File: src/rtl/secded_pkg.sv
package secded_pkg;

    typedef enum logic [1:0] {
        ST_CLEAN    = 2'd0,
        ST_FIXED    = 2'd1,
        ST_PAR_ONLY = 2'd2,
        ST_DOUBLE   = 2'd3
    } dec_status_e;

    // Smallest p with 2^p >= p + dw + 1
    function automatic int chk_bits(input int dw);
        int p;
        p = 1;
        while ((1 << p) < (p + dw + 1)) p++;
        return p;
    endfunction

endpackage

File: src/rtl/secded_enc.sv
module secded_enc
    import secded_pkg::*;
#(
    parameter int DATA_W = 8
) (
    input  logic [DATA_W-1:0]                     data_i,
    output logic [DATA_W+chk_bits(DATA_W):0]      code_o
);
    localparam int P  = chk_bits(DATA_W);
    localparam int N  = DATA_W + P;
    localparam int CW = N + 1;

    logic [CW-1:0] word;
    logic          grp;
    int            di;

    always_comb begin
        word = '0;
        di   = DATA_W - 1;
        // data MSB first into non-power-of-two positions
        for (int pos = 1; pos <= N; pos++) begin
            if ((pos & (pos - 1)) != 0) begin
                word[pos] = data_i[di];
                di        = di - 1;
            end
        end
        // even parity per check group
        for (int k = 0; k < P; k++) begin
            grp = 1'b0;
            for (int pos = 1; pos <= N; pos++) begin
                if (pos[k]) grp = grp ^ word[pos];
            end
            word[1 << k] = grp;
        end
        word[0] = ^word[CW-1:1];
    end

    assign code_o = word;

endmodule

File: src/rtl/secded_dec_core.sv
module secded_dec_core
    import secded_pkg::*;
#(
    parameter int DATA_W = 8
) (
    input  logic [DATA_W+chk_bits(DATA_W):0] code_i,
    output logic [chk_bits(DATA_W)-1:0]      syn_o,
    output dec_status_e                      status_o,
    output logic [DATA_W-1:0]                data_fix_o,
    output logic [DATA_W-1:0]                data_raw_o
);
    localparam int P  = chk_bits(DATA_W);
    localparam int N  = DATA_W + P;
    localparam int CW = N + 1;

    logic [P-1:0]  syn;
    logic          par_odd;
    logic          acc;
    logic [CW-1:0] fixed;
    dec_status_e   status;
    int            di;

    // Syndrome and overall parity
    always_comb begin
        for (int k = 0; k < P; k++) begin
            acc = 1'b0;
            for (int pos = 1; pos <= N; pos++) begin
                if (pos[k]) acc = acc ^ code_i[pos];
            end
            syn[k] = acc;
        end
        par_odd = ^code_i;
    end

    // Outcome classification
    always_comb begin
        unique case ({(syn != '0), par_odd})
            2'b00: status = ST_CLEAN;
            2'b01: status = ST_PAR_ONLY;
            2'b11: status = (int'(syn) <= N) ? ST_FIXED : ST_DOUBLE;
            2'b10: status = ST_DOUBLE;
            default: status = ST_DOUBLE;
        endcase
    end

    // Correction and data extraction
    always_comb begin
        fixed = code_i;
        for (int pos = 1; pos <= N; pos++) begin
            if ((status == ST_FIXED) && (pos == int'(syn))) fixed[pos] = ~code_i[pos];
        end
        data_fix_o = '0;
        data_raw_o = '0;
        di = DATA_W - 1;
        for (int pos = 1; pos <= N; pos++) begin
            if ((pos & (pos - 1)) != 0) begin
                data_fix_o[di] = fixed[pos];
                data_raw_o[di] = code_i[pos];
                di = di - 1;
            end
        end
    end

    // a correction always targets an existing Hamming position
    always_comb begin
        if (status == ST_FIXED) begin
            a_r6_fix_in_range: assert ((syn != '0) && (int'(syn) <= N));
        end
    end

    assign syn_o    = syn;
    assign status_o = status;

endmodule

File: src/rtl/secded_codec.sv
module secded_codec
    import secded_pkg::*;
#(
    parameter int DATA_W = 8
) (
    input  logic                                  clk,
    input  logic                                  rst_n,
    input  logic [DATA_W-1:0]                     enc_data_i,
    output logic [DATA_W+chk_bits(DATA_W):0]      enc_code_o,
    input  logic                                  dec_valid_i,
    input  logic [DATA_W+chk_bits(DATA_W):0]      dec_code_i,
    output logic                                  dec_valid_o,
    output logic [DATA_W-1:0]                     dec_data_o,
    output logic [1:0]                            dec_status_o
);
    localparam int P = chk_bits(DATA_W);

    logic [P-1:0]      core_syn;
    dec_status_e       core_status;
    logic [DATA_W-1:0] core_fix;
    logic [DATA_W-1:0] core_raw;

    dec_status_e       state_q;
    logic [DATA_W-1:0] data_q;
    logic              valid_q;

    secded_enc #(.DATA_W(DATA_W)) u_enc (
        .data_i (enc_data_i),
        .code_o (enc_code_o)
    );

    secded_dec_core #(.DATA_W(DATA_W)) u_dec (
        .code_i     (dec_code_i),
        .syn_o      (core_syn),
        .status_o   (core_status),
        .data_fix_o (core_fix),
        .data_raw_o (core_raw)
    );

    // State register: outcome of the last accepted codeword
    always_ff @(posedge clk or negedge rst_n) begin
        if (!rst_n) begin
            state_q <= ST_CLEAN;
            data_q  <= '0;
            valid_q <= 1'b0;
        end else begin
            valid_q <= dec_valid_i;
            if (dec_valid_i) begin
                state_q <= core_status;
                data_q  <= core_fix;
            end
        end
    end

    // Outputs
    always_comb begin
        dec_valid_o  = valid_q;
        dec_data_o   = data_q;
        dec_status_o = state_q;
    end

    a_r10_valid_follow: assert property (@(posedge clk) disable iff (!rst_n)
        dec_valid_i |=> dec_valid_o);

    a_r11_idle_hold: assert property (@(posedge clk) disable iff (!rst_n)
        !dec_valid_i |=> (!dec_valid_o && $stable(dec_data_o) && $stable(dec_status_o)));

    a_r8_double_raw: assert property (@(posedge clk) disable iff (!rst_n)
        (dec_valid_i && core_status == ST_DOUBLE) |=> (dec_data_o == $past(core_raw)));

    a_r7_paronly_raw: assert property (@(posedge clk) disable iff (!rst_n)
        (dec_valid_i && core_status == ST_PAR_ONLY) |=> (dec_data_o == $past(core_raw)));

    a_r5_clean_syn: assert property (@(posedge clk) disable iff (!rst_n)
        (dec_valid_i && core_syn == '0 && core_status != ST_PAR_ONLY)
            |=> (dec_status_o == ST_CLEAN));

endmodule

File: config.mk
export PLATFORM = sky130hd
export DESIGN_NAME = secded_codec
export DESIGN_NICKNAME = d
export VERILOG_FILES = /design/src/rtl/secded_pkg.sv /design/src/rtl/secded_enc.sv /design/src/rtl/secded_dec_core.sv /design/src/rtl/secded_codec.sv
export SDC_FILE = /design/constraint.sdc
export NUM_CORES = 1
export LEC_CHECK = 0
export BUFFER_PORTS_ARGS = -buffer_cell sky130_fd_sc_hd__buf_2
export CORE_UTILIZATION = 25
export CTS_BUF_LIST = sky130_fd_sc_hd__clkbuf_16
export CTS_CLUSTER_DIAMETER = 200
export CTS_CLUSTER_SIZE = 12
export DETAILED_ROUTE_END_ITERATION = 7
export SYNTH_ARGS = -nofsm -noshare
export SYNTH_HDL_FRONTEND = slang
export SYNTH_SLANG_ARGS = --single-unit
File: constraint.sdc
create_clock -name clk -period 1.7 [get_ports clk]
set_input_delay 0.34 -clock clk [delete_from_list [all_inputs] [get_ports clk]]
set_output_delay 0.34 -clock clk [all_outputs]
set_load 0.02 [all_outputs]
; After elaboration in Yosys (flattened, before gate mapping)
; Index checks and enable logic that the tools add are counted.
; W data, S select, Z words.
[op_classes]
reduce_logical = 12
n_eq_ne = 12
n_mux = 10
n_bitwise = 40
n_lt_le_gt_ge = 1
[op_table]
columns = operator, count
row1 = $xor A1 B1 Y1, 32
row2 = $eq A4 B4 Y1 const A, 6
row3 = $reduce_xor A13 Y1, 1
row4 = $reduce_xor A12 Y1, 1
row5 = $eq A3 B4 Y1 const A, 2
row6 = $logic_and A1 B1 Y1, 8
row7 = $mux W1, 8
row8 = $not A1 Y1, 8
row9 = $pmux W2 S4, 1
row10 = $eq A2 B1 Y1 const B, 2
row11 = $eq A2 B2 Y1 const B, 2
row12 = $le A4 B4 Y1 const B, 1
row13 = $reduce_bool A4 Y1, 1
row14 = $logic_not A2 Y1, 1
row15 = $mux W2, 1
[word_totals]
register_bits = 11

; Depth between registers and ports, before layout
; Gate-level depths: netlist (run 1).
[depth]
depth_word = 11
ltp_mapped = 6
mapped_depth_nobuf = 6

; Hierarchy
; A second synthesis (run 1) with hierarchy kept.
[unflattened]
cells_unflattened = 107
hier_area_um2 = 1218.7
[by_module_without_submodules]
columns = module, seq_area_each_um2, instances, area_per_inst_um2, cells_per_inst
row1 = secded_dec_core, 0.0, 1, 569.3, 65
row2 = secded_codec, 275.3, 1, 436.7, 22
row3 = secded_enc, 0.0, 1, 212.7, 20

; Worst setup path after synthesis (run 1)
; Ideal clock, no wire load.
[synth_timing]
kind = input to output
startpoint = in enc_data_i[6]
endpoint = out enc_code_o[0]
path_slack_ps = -365
stages = 5
arrival_ps = 1725
cell_sequence = xor2_1 -> xnor2_1 -> xor2_1 -> xnor2_1 -> xnor2_1
[synth_via]
elab_chain_len = 5
word_cells_on_any_way = 8
classes_between = bitwise: 7 / reduce/logical: 1
[synth_rtl]
columns = item, line_no
row1 = start: declaration, secded_codec.sv:8  ; input logic [DATA_W-1:0] enc_data_i,
row2 = $xor A1 B1 Y1 (4 in a row), secded_enc.sv:31  ; if (pos[k]) grp = grp ^ word[pos];
row3 = via enc_code_o[1], secded_codec.sv:9  ; output logic [DATA_W+chk_bits(DATA_W):0] enc_code_o,
row4 = $reduce_xor A12 Y1, secded_enc.sv:35  ; word[0] = ^word[CW-1:1];
row5 = end: declaration, secded_codec.sv:9
; The timed path passes the listed nets, and every way through them passes these cells.

; Worst setup path after layout (run 1)
[layout_timing]
startpoint = in enc_data_i[2]
endpoint = out enc_code_o[0]
[layout_via]
elab_chain_len = 4
word_cells_on_any_way = 6
classes_between = bitwise: 5 / reduce/logical: 1
[layout_rtl]
columns = item, line_no
row1 = $xor A1 B1 Y1 (3 in a row), secded_enc.sv:31
row2 = $reduce_xor A12 Y1 *, secded_enc.sv:35
; Every way passes the cells marked *; elsewhere a longest branch is shown, timed or not.

==> results by group, run 1 <==
Placed design
  • Dpl cell area: 1628 sq um
  • GPL Wtd Cong: 0.7957
  • Buffers on Ports: 47
  • DP Worst Slack: -0.3816 ns
  • Placed Cells: 218
  • Hpwl dp: 2310 microns

Timing
  • Max_slew headroom: 0.7491
  • Final setup margin: -0.1211 ns
  • # setup viols final: 5
  • Fin. Hold Viols: 0
  • Final Critical Period: 1.821 ns
  • Count of pins over their slew limit: 0
  • Worst slew pin tran: 0.3745 ns
  • Setup_tns: -0.3089 ns
  • Period utilization: 1.071
  • Max Clock Freq: 549.1 MHz
  • RSZ-0062 raised after global routing: yes
  • Clock Skews: 0 ns

Run status
  • Status: finished, violations left
  • Violations in the final reports: setup timing

Critical path
  • Required time worst endpoint: 1.36 ns
  • Worst endpoint data arrival time: 1.48 ns
  • Worst Setup Start Kind: primary input
  • CP max FO: 2
  • CP Capture Type: output pin
  • WS Path Type: in -> out

Floorplanning
  • Row count: 23
  • Die ar.: 4472 sq um
  • Die Y: 66.88 microns
  • Die width: 66.88 microns
  • Io pins: 48
  • Initial Utilization: 0.2612
  • Area of the core: 4029 sq um

Layout
  • Syn-to-layout area delta: 85.73%
  • Non-filler cells, final: 229
  • Design Area, Final: 1954 sq um
  • # nets final: 204
  • Layout cells sized above 1: 0.6313
  • # diodes: 0
  • Final Util: 0.4851

Drt
  • Via count: 1039
  • Routed Antenna Nets: 0
  • DR iter-0 viols: 15
  • DRT Pass-1 Iters: 4
  • Detail-routed via count per cell: 4.537
  • Wire per inst: 13.04 microns
  • DRC: 0
  • Post-Route WL: 2986 microns

Min path
  • Hold/Removal Path Class: in -> reg

Yosys
  • Most common cell in the netlist: xnor2_1
  • Number of distinct library cells after synthesis: 28
  • Synth top area cells: dfrtp_1, xnor2_1, a21oi_1
  • Synth area leader: dfrtp_1
  • Top_reg_cell synth: dfrtp_1
  • Mapped cell area: 1052 sq um
  • Synth Area per Inst: 9.312 sq um
  • Post-Syn Nets: 137
  • Synth top area share: 0.2616
  • Synthesized flop and latch total: 11
  • Post-synth EDFFs: 0
  • Synth Warn #: 0
  • Post-synthesis cell count: 113
  • Top post-synthesis cells by count: xnor2_1, a21oi_1, dfrtp_1, nor2_1, buf_4
  • Post-synthesis sequential area ratio: 0.2616
  • Asr flop ratio synth: 1.000

Clocking
  • CTS tree: yes
  • CTS root buffer: clkbuf_16
  • H-Tree Level Count: 1
  • Total CTS buffers: 3
  • Clk buf depth: 2
  • TritonCTS Sinks: 11
  • Clock transition at path regs: 0.04 ns
  • Worst skew pair latency: 0.24 ns

Power and ir drop
  • Max rail drop VDD: 0.4073 mV
  • Leak: 0.0008587 uW
  • Power density cells: 901.8 nW/um^2

Global route
  • GRT Total Usage: 0.1405
  • Largest net degree at the start of global routing: 21
  • First-pass GRT wire length: 4623 microns
  • Vias in the first global route: 1072
  • Initial antenna violation count: 0
  • Total grt overflow: 0

Flow run
  • Max cap viols: 0
[power breakdown]
group	switching, uW	internal (uW)
Sequential	22.0	305
Clock	110	308
Combinational	504	513
[kinds of logic (layout without fill, tap and decap cells)]
kind of cell / Yosys count / after routing / synth area share
simple gates: 24 / 24 / 0.1213
buf+inv: 14 / 80 / 0.08322
mux: 2 / 2 / 0.02021
xor+xnor: 42 / 42 / 0.4102
compound gates: 20 / 20 / 0.1035
flops: 11 / 11 / 0.2616
[layer usage]
layer | up-vias | track usage | share of wire
li1 | 505 | - | -
met1 | 497 | 0.1483 | 0.37
met2 | 37 | 0.2715 | 0.58
met3 | 0 | 0.04110 | 0.054
met4 | 0 | 0.02660 | 0
met5 | - | 0 | 0
[cell type report]
type                       count  area, sq um
clock buffer                   3        75.07
clock inverter                 1        3.754
fill                         363         2074
inverter                       2        7.507
multi-input combinational     88        992.2
sequential                    11        275.3
tap                           50        62.56
timing repair buffer          74        538.0
[critical path, stage by stage]
cell,delay (ns)
buf_2,0.13
xor2_4,0.16
xnor2_2,0.19
xor2_2,0.22
xnor2_2,0.16
xnor2_2,0.13
buf_4,0.15
[through the flow]
stage	power [uW]	hold slack [ns]
CTS	1721	0.3953
floorplan	891.9	0.04441
finish	1763	0.4027
global placement	1153	0.2072
detailed placement	1173	0.2224
global route	1860	0.4220
[state kept, by name, indices dropped and copies added (netlist names)]
signal and flops:
dec_data_o 8, dec_status_o 2, dec_valid_o 1
[cells in the final DEF, fill, tap and decap left out, types with 4 or more instances in the layout]
cell type,Yosys,routed
buf_4,9,25
buf_2,1,36
nor2_1,10,9
xor2_2,1,4
xnor2_4,0,7
a21oi_1,14,7
a21oi_2,0,6
xnor2_1,29,15
dfrtp_1,11,11
xnor2_2,2,9
buf_6,0,8
[path summary, 6_finish.rpt]
| path | from | end | slack (ns) | cells after the start |
|---|---|---|---|---|
| max | enc_data_i[2] | enc_code_o[0] | -0.12 | 7 |
| min | dec_valid_i | dec_valid_o | 0.40 | 1 |
| max reg2reg | dec_status_o[1] | dec_status_o[1] | 0.95 | 1 |
| min reg2reg | dec_data_o[0] | dec_data_o[0] | 0.51 | 2 |
| max in group asynchronous | rst_n | dec_data_o[3] | 1.00 | 2 |
| min in group asynchronous | rst_n | dec_valid_o | 0.50 | 2 |
[timing repair]
action,4_1_cts,5_1_grt
resized for setup,35,11
pin swaps,27,11
endpoints found under the hold margin,11,0
hold buffers,1,0
setup endpoints to repair,8,10
setup buffers,6,1
No activity file was read; power rests on OpenSTA's default activity.
==> run 2: changes to the inputs <==
- CORE_UTILIZATION: 25 -> 34
- GPL_ROUTABILITY_DRIVEN: unset -> 0
==> results by group, run 2 (synthesis results as in run 1) <==
Global route
  • First-pass GRT wire length: 4333 microns
  • Initial antenna violation count: 0
  • Largest net degree at the start of global routing: 12
  • Total grt overflow: 0
  • GRT Total Usage: 0.1700
  • Vias in the first global route: 1009

Critical path
  • Worst endpoint data arrival time: 1.51 ns
  • Required time worst endpoint: 1.36 ns
  • CP max FO: 2
  • Slowest CP cell: xor2_2
  • Worst Setup Start Kind: primary input
  • Critical Path Most Common Cell: xnor2_2
  • CP Cell Sequence: buf_8 > xor2_4 > xnor2_2 > xor2_2 > xnor2_2 > xnor2_2 > buf_4
  • CP Capture Type: output pin
  • Crit-path max cell delay: 0.22 ns
  • WS Path Type: in -> out
  • Setup crit start: enc_data_i[2]
  • Worst r2r src: dec_status_o[1]

Clocking
  • TritonCTS Sinks: 11
  • CTS tree: yes
  • Clk buf depth: 2
  • CTS root buffer: clkbuf_16
  • Worst skew pair latency: 0.23 ns
  • Total CTS buffers: 3
  • Clock transition at path regs: 0.04 ns
  • H-Tree Level Count: 1

Layout
  • FF+latch area: 275.3 sq um
  • Fillers: 182
  • Most frequent cells in the layout: buf_2, buf_4, xnor2_2, xnor2_1, dfrtp_1
  • # diodes: 0
  • Layout cells sized above 1: 0.6940
  • Max reg flops: 8
  • Commonest non-fill, non-tap cell in the layout: buf_2
  • Multi-input gate area: 1114 sq um
  • Syn-to-layout area delta: 99.88%
  • Non-filler cells, final: 214
  • # nets final: 208

Drt
  • Detail-routed via count per cell: 4.921
  • DRT Pass-1 Iters: 7
  • DR iter-0 viols: 32
  • Wire per inst: 13.93 microns
  • Routed Antenna Nets: 0
  • Post-Route WL: 2980 microns
  • DRC: 5
  • Via count: 1053

Timing
  • Period utilization: 1.087
  • Max_slew headroom: 0.7531
  • Max Clock Freq: 541.1 MHz
  • Worst slew pin tran: 0.3658 ns
  • RSZ-0062 raised after global routing: yes
  • # setup viols final: 5
  • Fin. Hold Viols: 0
  • Final Critical Period: 1.848 ns
  • Final setup margin: -0.1480 ns
  • Count of pins over their slew limit: 0
  • Clock Skews: 0 ns

Placed design
  • Hpwl dp: 2089 microns
  • Buffers on Ports: 47
  • Placed Cells: 200

Power and ir drop
  • Internal power: 1198 uW
  • Power density cells: 907.0 nW/um^2
  • Total chip power: 1908 uW
  • Leak: 0.0009209 uW
  • Clk pwr share: 0.219
  • Switching power: 709.5 uW
  • Max rail drop VDD: 0.4965 mV
  • Logic pwr share: 0.610
  • Sw frac: 0.3719
  • Sequential fraction of design power: 0.171

Flow run
  • Max cap viols: 0

Floorplanning
  • Die width: 57.63 microns
  • Die ar.: 3321 sq um
  • Die Y: 57.63 microns
  • Row count: 19
  • Initial Utilization: 0.3689
  • Io pins: 48
  • Area of the core: 2853 sq um

Run status
  • Violations in the final reports: DRC, setup timing
  • Status: finished, violations left

Min path
  • Hold path start: dec_valid_i
  • Hold/Removal Path Class: in -> reg
## run 2: power by group through the flow
stage | Clock, uW | Sequential, uW | Combinational, uW
2_1_floorplan | 0 | 381 | 511
3_3_place_gp | 0 | 328 | 837
3_5_place_dp | 0 | 329 | 853
4_1_cts | 417 | 326 | 990
5_1_grt | 433 | 330 | 1230
6_report | 417 | 327 | 1160
## run 2: worst max-delay path: cells and delay by family
family | cells | cell delay, ns
xor gates and xnor gates | 5 | 0.89
buffers and inverters | 2 | 0.26
## run 2: path summary, 6_finish.rpt
kind,end,slack (ns),depth (start not counted)
max in group asynchronous,dec_data_o[6],1.00,2
max reg2reg,dec_status_o[1],0.93,1
min in group asynchronous,dec_data_o[4],0.50,2
min reg2reg,dec_data_o[0],0.51,2
max,enc_code_o[0],-0.15,7
min,dec_data_o[0],0.44,2
## run 2: through the flow
stage | instance area [sq um] | hold WS, ns | TNS [ns] | util | setup WS, ns
2_1_floorplan | 1247 | 0.04441 | -0.1442 | - | -0.09895
3_3_place_gp | 1599 | 0.2124 | -2.367 | 0.5605 | -0.3387
3_5_place_dp | 1599 | 0.2199 | -2.661 | 0.5605 | -0.3829
4_1_cts | 1903 | 0.4375 | -0.2878 | 0.6671 | -0.1693
5_1_grt | 2103 | 0.4612 | -0.7068 | 0.7373 | -0.1959
6_report | 2103 | 0.4411 | -0.3300 | 0.7373 | -0.1480
## run 2: layer usage
layer / global-route usage / wire length [microns] / up-vias
met3: 0.02232 / 94 / 6
li1: - / - / 508
met2: 0.3106 / 1658 / 36
met4: 0.06620 / 56 / 0
met1: 0.2017 / 1170 / 503
met5: 0 / 0 / -
## run 2: repair_timing
action | in CTS | in global routing
setup buffers | 5 | 4
hold endpoints to repair | 11 | 0
hold buffers | 1 | 0
pin swaps | 23 | 29
setup endpoints to repair | 8 | 9
resized for setup | 38 | 37
## run 2: area by class of cell
| type | instances | share of cell area |
|---|---|---|
| clock buffers | 3 | 0.03569 |
| repair buffers | 78 | 0.2802 |
| well taps | 31 | 0.01844 |
| multi-input cells | 88 | 0.5294 |
| inverters | 2 | 0.003569 |
| clock inverters | 1 | 0.001785 |
| flip-flops and latches | 11 | 0.1309 |
==> run 3: changes to the inputs <==
- CORE_UTILIZATION: 34 -> 46
- HOLD_SLACK_MARGIN: unset -> 0.06
- PLACE_DENSITY: unset -> 0.79
- clock period: 1.7 -> 2.1 ns (I/O delays scaled with it)
==> results by group, run 3 (synthesis results as in run 1) <==
Run status
  • Status: completed

Timing
  • Count of pins over their slew limit: 0
  • Fin. Hold Viols: 0
  • Max_slew headroom: 0.7594
  • # setup viols final: 0
  • Period utilization: 0.9938
  • Final Critical Period: 2.087 ns
  • Worst-case hold slack: 0.4797 ns
  • Worst slew pin tran: 0.3583 ns
  • Max Clock Freq: 479.2 MHz
  • Clock Skews: 0 ns
  • Setup_tns: 0 ns

Global route
  • Largest net degree at the start of global routing: 21
  • Initial antenna violation count: 0
  • Vias in the first global route: 1020
  • First-pass GRT wire length: 4498 microns
  • GRT Total Usage: 0.2516
  • Total grt overflow: 0

Critical path
  • Worst Setup Start Kind: primary input
  • Crit path max-delay family: XOR/XNOR gates
  • Critical Path Most Common Cell: xnor2_2
  • Crit-path max cell delay: 0.26 ns
  • Worst endpoint data arrival time: 1.67 ns
  • CP Buf/Inv Count: 2
  • Required time worst endpoint: 1.68 ns
  • CP max FO: 4
  • CP Capture Type: output pin
  • WS Path Type: in -> out
  • Slowest CP cell: xnor2_1
  • CP Cell Sequence: clkbuf_4 > xnor2_1 > xnor2_2 > xor2_2 > xnor2_2 > xnor2_2 > buf_4

Drt
  • Wire per inst: 14.35 microns
  • Via count: 1005
  • Detail-routed via count per cell: 5.154
  • DRT Pass-1 Iters: 4
  • DRC: 0
  • Post-Route WL: 2798 microns
  • Routed Antenna Nets: 0
  • DR iter-0 viols: 44

Clocking
  • H-Tree Level Count: 1
  • Total CTS buffers: 3
  • CTS tree: yes
  • Clock transition at path regs: 0.04 ns
  • Clk buf depth: 2
  • Worst skew pair latency: 0.24 ns
  • Postcts setup bufs: 0
  • CTS root buffer: clkbuf_16
  • TritonCTS Sinks: 11

Layout
  • Layout cells sized above 1: 0.4881
  • Max reg flops: 8
  • # nets final: 193
  • Most frequent cells in the layout: buf_2, xnor2_1, buf_4, a21oi_1, dfrtp_1
  • # diodes: 0
  • Syn-to-layout area delta: 44.11%
  • Final Util: 0.7354
  • Fillers: 146
  • Commonest non-fill, non-tap cell in the layout: buf_2

Placed design
  • Buffers on Ports: 47
  • Hpwl dp: 2100 microns

Floorplanning
  • Area of the core: 2062 sq um
  • Row count: 16
  • Die ar.: 2483 sq um
  • Io pins: 48
  • Initial Utilization: 0.5103
  • Die width: 49.83 microns
  • Die Y: 49.83 microns

Power and ir drop
  • Power density cells: 840.9 nW/um^2
  • Leak: 0.0006960 uW
  • Max rail drop VDD: 0.4884 mV

Min path
  • Hold/Removal Path Class: in -> reg

Flow run
  • Max cap viols: 0
## run 3: cell types whose count changed in the layout (fill, tap and decap cells not counted), moves of 3 or more
cell,previous run,this run
buf_6,9,0
a21oi_2,4,0
xnor2_1,11,24
xnor2_4,8,0
xor2_4,3,0
a21oi_1,6,14
buf_12,3,0
buf_2,34,45
a21oi_4,4,0
xnor2_2,12,7
buf_4,29,16
## run 3: final cells by class
cell class	instances	area, sq um	area share
multi-input cells	88	757.0	0.4992
repair buffers	63	362.8	0.2393
flip-flops and latches	11	275.3	0.1815
clock buffers	3	75.07	0.04951
well taps	27	33.78	0.02228
inverters	2	7.507	0.004951
clock inverters	1	5.005	0.003300
## run 3: repair_timing
item                                    CTS  global route
endpoints found under the setup margin    1             1
endpoints found under the hold margin    11             0
cloned                                    0             0
hold buffers                              1             0
pin swaps                                 1             4
gates resized for setup                   1             7
## run 3: final timing paths
kind / start / endpoint / slack, ns / depth (start not counted)
worst min-delay path: dec_valid_i / dec_valid_o / 0.48 / 1
max in group asynchronous: rst_n / dec_status_o[0] / 1.32 / 2
worst max register to register: dec_status_o[1] / dec_status_o[1] / 1.33 / 1
worst min register to register: dec_data_o[4] / dec_data_o[4] / 0.52 / 2
worst max-delay path: enc_data_i[7] / enc_code_o[0] / 0.01 / 7
min in group asynchronous: rst_n / dec_data_o[3] / 0.58 / 2
## run 3: through the flow
step,cells,area (sq um),power (uW),worst slack [ns]
final,195,1516,1275,0.01297
after global routing,195,1516,1336,-0.04147
after CTS,195,1474,1255,0.003988
after detailed placement,190,1376,882.4,-0.07852
after global placement,190,1376,860.2,-0.005184
after floorplan,113,1075,672.6,0.09405
## run 3: where the power goes
group | leakage, uW | internal [uW] | switching [uW]
Sequential | 0.000122 | 247 | 19.2
Combinational | 0.000533 | 302 | 356
Clock | 0.0000409 | 252 | 98.7
## run 3: per-layer routing
| metal | track usage | wire length (microns) | part of all wire | up-vias |
|---|---|---|---|---|
| li1 | - | - | - | 481 |
| met1 | 0.2763 | 990 | 0.35 | 449 |
| met2 | 0.4279 | 1474 | 0.53 | 64 |
| met3 | 0.07407 | 217 | 0.078 | 11 |
| met4 | 0.1429 | 116 | 0.041 | 0 |
| met5 | 0 | 0 | 0 | - |
